File: config.mk
export PLATFORM = sky130hd
export DESIGN_NAME = rfsh_sched
export DESIGN_NICKNAME = d
export VERILOG_FILES = /design/src/rtl/rfsh_pkg.sv /design/src/rtl/rfsh_prescaler.sv /design/src/rtl/rfsh_owed_ctr.sv /design/src/rtl/rfsh_cycle_fsm.sv /design/src/rtl/rfsh_sched.sv
export SDC_FILE = /design/constraint.sdc
export NUM_CORES = 1
export LEC_CHECK = 0
export BUFFER_PORTS_ARGS = -buffer_cell sky130_fd_sc_hd__clkbuf_2
export CAP_MARGIN = 10
export CELL_PAD_IN_SITES_DETAIL_PLACEMENT = 0
export CELL_PAD_IN_SITES_GLOBAL_PLACEMENT = 1
export CORE_MARGIN = 2
export CORE_UTILIZATION = 45
export CTS_CLUSTER_SIZE = 25
export DETAILED_ROUTE_END_ITERATION = 12
export GPL_ROUTABILITY_DRIVEN = 0
export GPL_TIMING_DRIVEN = 0
export PLACE_DENSITY_LB_ADDON = 0.1
export SETUP_SLACK_MARGIN = 0.4
export SKIP_LAST_GASP = 1
export SLEW_MARGIN = 15
export SYNTH_ARGS = -nofsm -noshare
export SYNTH_HDL_FRONTEND = slang
export SYNTH_SLANG_ARGS = --single-unit
File: constraint.sdc
create_clock -name clk -period 5.5 [get_ports clk]
set_input_delay 0.55 -clock clk [delete_from_list [all_inputs] [get_ports clk]]
set_output_delay 0.55 -clock clk [all_outputs]
set_load 0.01 [all_outputs]
File: src/rtl/rfsh_pkg.sv
// Shared types and the coprocessor cycle decode for the refresh scheduler.
// Assumes address bits 19..13 are presented as a 7-bit field [19:13].
package rfsh_pkg;

    typedef enum logic [1:0] {
        ST_IDLE = 2'd0,
        ST_REQ  = 2'd1,
        ST_RAS  = 2'd2,
        ST_PRE  = 2'd3
    } rfsh_state_e;

    localparam logic [2:0] COP_FC     = 3'b111;
    localparam logic [3:0] COP_A19_16 = 4'b0010;
    localparam logic [2:0] COP_A15_13 = 3'b001;

    // True when the cycle addresses the floating-point coprocessor
    function automatic logic is_cop_cycle(input logic [2:0] fc, input logic [3:0] a_hi,
                                          input logic [2:0] a_lo);
        return (fc == COP_FC) && (a_hi == COP_A19_16) && (a_lo == COP_A15_13);
    endfunction

endpackage

File: src/rtl/rfsh_prescaler.sv
// Divides the CPU clock by DIV and produces a one-clock tick in the last
// count of each period. Assumes DIV >= 2.
module rfsh_prescaler #(
    parameter int DIV = 128
) (
    input  logic clk,
    input  logic rst_n,
    output logic tick
);
    localparam int CW = $clog2(DIV);
    localparam logic [CW-1:0] LAST = CW'(DIV - 1);

    logic [CW-1:0] cnt;

    // Free-running modulo-DIV counter
    always_ff @(posedge clk) begin
        if (!rst_n)          cnt <= '0;
        else if (cnt == LAST) cnt <= '0;
        else                 cnt <= cnt + 1'b1;
    end

    assign tick = (cnt == LAST);
endmodule

File: src/rtl/rfsh_owed_ctr.sv
// Counts refreshes that are due but not yet done. A tick adds one, and a
// completion removes one. Both in the same clock cancel. Saturates at all-ones.
// Assumes done is only raised while pending is high.
module rfsh_owed_ctr #(
    parameter int OWE_BITS = 3
) (
    input  logic clk,
    input  logic rst_n,
    input  logic tick,
    input  logic done,
    output logic pending
);
    localparam logic [OWE_BITS-1:0] OMAX = '1;

    logic [OWE_BITS-1:0] owed;

    // Saturating up/down count of owed refreshes
    always_ff @(posedge clk) begin
        if (!rst_n)                            owed <= '0;
        else if (tick && !done && owed != OMAX) owed <= owed + 1'b1;
        else if (!tick && done)                 owed <= owed - 1'b1;
    end

    assign pending = (owed != '0);
endmodule

File: src/rtl/rfsh_cycle_fsm.sv
// Sequencer for one refresh at a time. It takes a hidden refresh when an
// opportunity arrives while a refresh is pending. Otherwise it times out into
// a bus request, then runs RAS, then precharge. Assumes all three clock
// counts are >= 1 and that rfsh_ack is only meaningful while requesting.
module rfsh_cycle_fsm
    import rfsh_pkg::*;
#(
    parameter int WAIT_CLKS   = 32,
    parameter int RAS_CLKS    = 3,
    parameter int PRECHG_CLKS = 2
) (
    input  logic clk,
    input  logic rst_n,
    input  logic pending,
    input  logic opp,
    input  logic ack,
    output logic req,
    output logic ras_act,
    output logic cas_block,
    output logic hidden_go,
    output logic done
);
    localparam int M1   = (WAIT_CLKS > RAS_CLKS) ? WAIT_CLKS : RAS_CLKS;
    localparam int MAXC = (M1 > PRECHG_CLKS) ? M1 : PRECHG_CLKS;
    localparam int CW   = $clog2(MAXC + 1);
    localparam logic [CW-1:0] WAIT_LAST = CW'(WAIT_CLKS - 1);
    localparam logic [CW-1:0] RAS_LAST  = CW'(RAS_CLKS - 1);
    localparam logic [CW-1:0] PRE_LAST  = CW'(PRECHG_CLKS - 1);

    rfsh_state_e   state, state_nxt;
    logic [CW-1:0] cnt, cnt_nxt;
    logic          fin;

    // Next-state and phase-counter decisions
    always_comb begin
        state_nxt = state;
        cnt_nxt   = cnt;
        hidden_go = 1'b0;
        fin       = 1'b0;
        case (state)
            ST_IDLE: begin
                if (pending && opp) begin
                    hidden_go = 1'b1;
                    cnt_nxt   = '0;
                end else if (pending) begin
                    if (cnt == WAIT_LAST) begin
                        state_nxt = ST_REQ;
                        cnt_nxt   = '0;
                    end else begin
                        cnt_nxt = cnt + 1'b1;
                    end
                end else begin
                    cnt_nxt = '0;
                end
            end
            ST_REQ: begin
                if (ack) begin
                    state_nxt = ST_RAS;
                    cnt_nxt   = '0;
                end
            end
            ST_RAS: begin
                if (cnt == RAS_LAST) begin
                    state_nxt = ST_PRE;
                    cnt_nxt   = '0;
                end else begin
                    cnt_nxt = cnt + 1'b1;
                end
            end
            default: begin
                if (cnt == PRE_LAST) begin
                    state_nxt = ST_IDLE;
                    cnt_nxt   = '0;
                    fin       = 1'b1;
                end else begin
                    cnt_nxt = cnt + 1'b1;
                end
            end
        endcase
    end

    // State and phase counter registers
    always_ff @(posedge clk) begin
        if (!rst_n) begin
            state <= ST_IDLE;
            cnt   <= '0;
        end else begin
            state <= state_nxt;
            cnt   <= cnt_nxt;
        end
    end

    assign req       = (state != ST_IDLE);
    assign ras_act   = (state == ST_RAS);
    assign cas_block = (state == ST_RAS) || (state == ST_PRE);
    assign done      = hidden_go || fin;
endmodule

File: src/rtl/rfsh_sched.sv
// Top of the refresh scheduler. It decodes hidden-refresh opportunities from
// the bus, ties together the prescaler, the owed count and the sequencer, and
// keeps the refresh row counter. Assumes the bus inputs are synchronous to clk.
module rfsh_sched
    import rfsh_pkg::*;
#(
    parameter int PRESCALE    = 128,
    parameter int WAIT_CLKS   = 32,
    parameter int RAS_CLKS    = 3,
    parameter int PRECHG_CLKS = 2,
    parameter int ROW_BITS    = 9,
    parameter int OWE_BITS    = 3
) (
    input  logic                clk,
    input  logic                rst_n,
    input  logic                cyc_strobe,
    input  logic                ram_sel,
    input  logic [2:0]          bus_fc,
    input  logic [19:13]        bus_addr,
    input  logic                rfsh_ack,
    output logic                rfsh_req,
    output logic                ras_act,
    output logic                cas_block,
    output logic                hidden_go,
    output logic [ROW_BITS-1:0] rfsh_row
);
    logic tick, pending, opp, done, cop_hit;

    // Opportunity: any strobed cycle that leaves the RAM array idle
    always_comb begin
        cop_hit = is_cop_cycle(bus_fc, bus_addr[19:16], bus_addr[15:13]);
        opp     = cyc_strobe && (!ram_sel || cop_hit);
    end

    rfsh_prescaler #(.DIV(PRESCALE)) pre_i (
        .clk   (clk),
        .rst_n (rst_n),
        .tick  (tick)
    );

    rfsh_owed_ctr #(.OWE_BITS(OWE_BITS)) owe_i (
        .clk     (clk),
        .rst_n   (rst_n),
        .tick    (tick),
        .done    (done),
        .pending (pending)
    );

    rfsh_cycle_fsm #(
        .WAIT_CLKS   (WAIT_CLKS),
        .RAS_CLKS    (RAS_CLKS),
        .PRECHG_CLKS (PRECHG_CLKS)
    ) fsm_i (
        .clk       (clk),
        .rst_n     (rst_n),
        .pending   (pending),
        .opp       (opp),
        .ack       (rfsh_ack),
        .req       (rfsh_req),
        .ras_act   (ras_act),
        .cas_block (cas_block),
        .hidden_go (hidden_go),
        .done      (done)
    );

    // Row counter advances once per completed refresh, wrapping naturally
    always_ff @(posedge clk) begin
        if (!rst_n)    rfsh_row <= '0;
        else if (done) rfsh_row <= rfsh_row + 1'b1;
    end
endmodule

==> reports/metrics.cfg <==
[status]
status = finished clean

[sta]
setup_viol = 0
slew_viol_final = 0
tns_ps = 0
max_slew.worst_pin.slew_ps = 457
finalCritPeriodShare_pct = 42.9
clock-skew-final_ps = 2.22
slew_headroom_pct = 69.5
rsz0062_at_grt = false
fin_crit_ps = 2360
fmax_mhz = 424
hold_viol = 0

[worst_setup_path]
rr_startpoint = owe_i.owed[0]
cp_slowest_cell = dfxtp_1
crit_path_end_kind = flip-flop
arrival_ps = 2630
cp-start-kind = flip-flop
crit_type = reg2reg
path_cells = nor3_1 > nand2b_1 > o31ai_4 > buf_6 > nand2b_1 > fa_1 > inv_1 > a311oi_1 > mux2i_1 > mux2i_1
crit_path_max_fanout = 10
cp_slowest_stage_delay_ps = 400
critPathRequiredTime_ps = 5770
cp-startpoint = owe_i.owed[0]

[synth]
synth_top_family_by_area = simple AND/OR/NAND/NOR gates
ys_async_sr_fraction_pct = 0
ys_top_cells_by_area = dfxtp_1 (34%), ha_1 (7.9%), mux2i_1 (7.6%)
yosys.area.top_type = dfxtp_1
netlist_area_sq_um = 1580
muxShareOfSynthArea_pct = 7.61
synthXorXnorAreaFrac_pct = 5.55
yosys.area_share.simple_pct = 27.1
synth_warnings = 0
synth_ff_type = dfxtp_1
synth_top_area_share_pct = 34.3
syn_inst = 176
ys_ff_latch = 27
syn-num-nets = 202
synth-edff-count = 0
syn_area_per_cell_sq_um = 8.96
synth_fa_ha_area_share_pct = 9.20
synthDistinctLibCells = 39
synth_common_cells = dfxtp_1 (27), nand2_1 (15), nor2_1 (15), mux2i_1 (12), nand2b_1 (12)
ys_seq_area_share_pct = 34.3
synth-compound-area-share_pct = 12.7
synth_most_common_cell = dfxtp_1

[route]
dr.pass1.iters = 4
drc_errors = 0
routed_wl_microns = 3060
drt_iter0_drc = 49
viasPerCell = 5.25
num_vias = 1327
routedWlPerCell_microns = 12.1
antenna_left = 0

[die]
die_w_microns = 63.2
fp-row-count = 21
die_h_microns = 63.2
ios = 28
start_util_pct = 46.9
coreArea_sq_um = 3360
dieArea_sq_um = 4000

[grt]
grt_pass1_vias = 1262
grt_max_degree = 16
grtUsageTotal_pct = 16.6
antenna_found_initial = 0
grt_overflow = 0
grt_pass1_wl_microns = 5440

[flow_run]
drv_cap = 0

[clock_tree]
cts_htree_levels = 1
postCtsResizedCells = 0
cts-root-buf = clkbuf_4
postCtsHoldBufs = 0
cts_tree = yes
cts_sinks = 27
path_clk_slew_ps = 150
clk_latency_ps = 330
cts_made_buffers = 3
post_cts_buffers = 0
cts_max_path_buffers = 2

[pwr]
power_leakage_nw = 0.808
peakVddDrop_mv = 0.124
p_per_area_nw_per_um2 = 214

[hold_path]
hold_start = pre_i.cnt[0]
worstHoldPathType = reg2reg

[placed_design]
hpwl_microns = 2480
dpl_cell_area_sq_um = 1770
port_buffers = 27

[finish]
drive_gt1_share_pct = 20.3
postLayoutCellArea_sq_um = 1800
diodes = 0
syn_to_final_growth_pct = 14.0
layout.nets = 234

-- power by group --
part           switching [mW]  internal, mW
clock network          0.0605        0.0273
logic                  0.0524        0.0351
registers             0.00663         0.202
total                   0.119         0.265
-- critical path, delay by kind of cell, from the launching register on --
family	cells	cell delay, ps
AO/OA/AOI/OAI	2	170
adder cells (fa/ha/maj)	1	370
buffers and inverters	2	240
flip-flops	1	400
multiplexers	2	360
AND/OR/NAND/NOR	3	770
-- final timing paths --
kind | end | slack, ps | cells after the start
worst max register to register | owe_i.owed[2] | 3140 | 10
worst max-delay path | owe_i.owed[2] | 3140 | 10
worst min-delay path | pre_i.cnt[0] | 460 | 1
worst min register to register | pre_i.cnt[0] | 460 | 1
-- cell usage in the layout, fill, tap and decap left out, types with 6 or more instances in the layout --
master / instances
ha_1: 10
dfxtp_1: 27
and3_1: 6
nand4_1: 8
nand3_1: 7
nand2b_1: 12
mux2i_1: 12
inv_1: 9
nand2_1: 15
a21oi_1: 7
nor2_1: 15
clkbuf_2: 27
-- sequential cells by signal (all words and copies together), names as in the netlist --
register,cells
rfsh_row,9
pre_i.cnt,7
fsm_i.cnt,6
owe_i.owed,3
fsm_i.state,2
-- metal layers --
layer / GRT usage [%] / wire length (microns) / vias to the layer above
met5: 0 / 0 / -
met4: 3.26 / 25 / 0
met3: 2.68 / 112 / 4
met2: 30.9 / 1550 / 26
met1: 20.2 / 1370 / 613
li1: - / - / 684
-- through the flow --
| stage | worst slack (ps) | power (mW) | instances | utilization, % | hold WS [ps] |
|---|---|---|---|---|---|
| finish | 3140 | 0.384 | 253 | 53.5 | 463 |
| global route | 2890 | 0.408 | 253 | 53.5 | 507 |
| CTS | 3120 | 0.390 | 253 | 53.5 | 472 |
| detailed placement | 2810 | 0.301 | 249 | 52.6 | 442 |
| global placement | 2880 | 0.298 | 249 | 52.6 | 425 |
| floorplan | 3140 | 0.274 | 176 | - | 413 |
-- cell type report --
class                   instances  area, sq um
flip-flops and latches         27          541
fillers                       363         1570
inverters                       9         33.8
multi-input cells             136          981
repair buffers                 27          135
plain buffers                   4         22.5
clock buffers                   3         22.5
clock inverters                 1         5.00
well taps                      46         57.6
-- cell families (layout without fill, tap and decap cells) --
| family | after synthesis | in the layout |
|---|---|---|
| xor+xnor | 10 | 10 |
| simple gates | 78 | 78 |
| compound gates | 25 | 25 |
| buf+inv | 13 | 44 |
| mux | 12 | 12 |
| fa+ha+maj | 11 | 11 |
| flops | 27 | 27 |
Power figures use the tool's default switching activity.
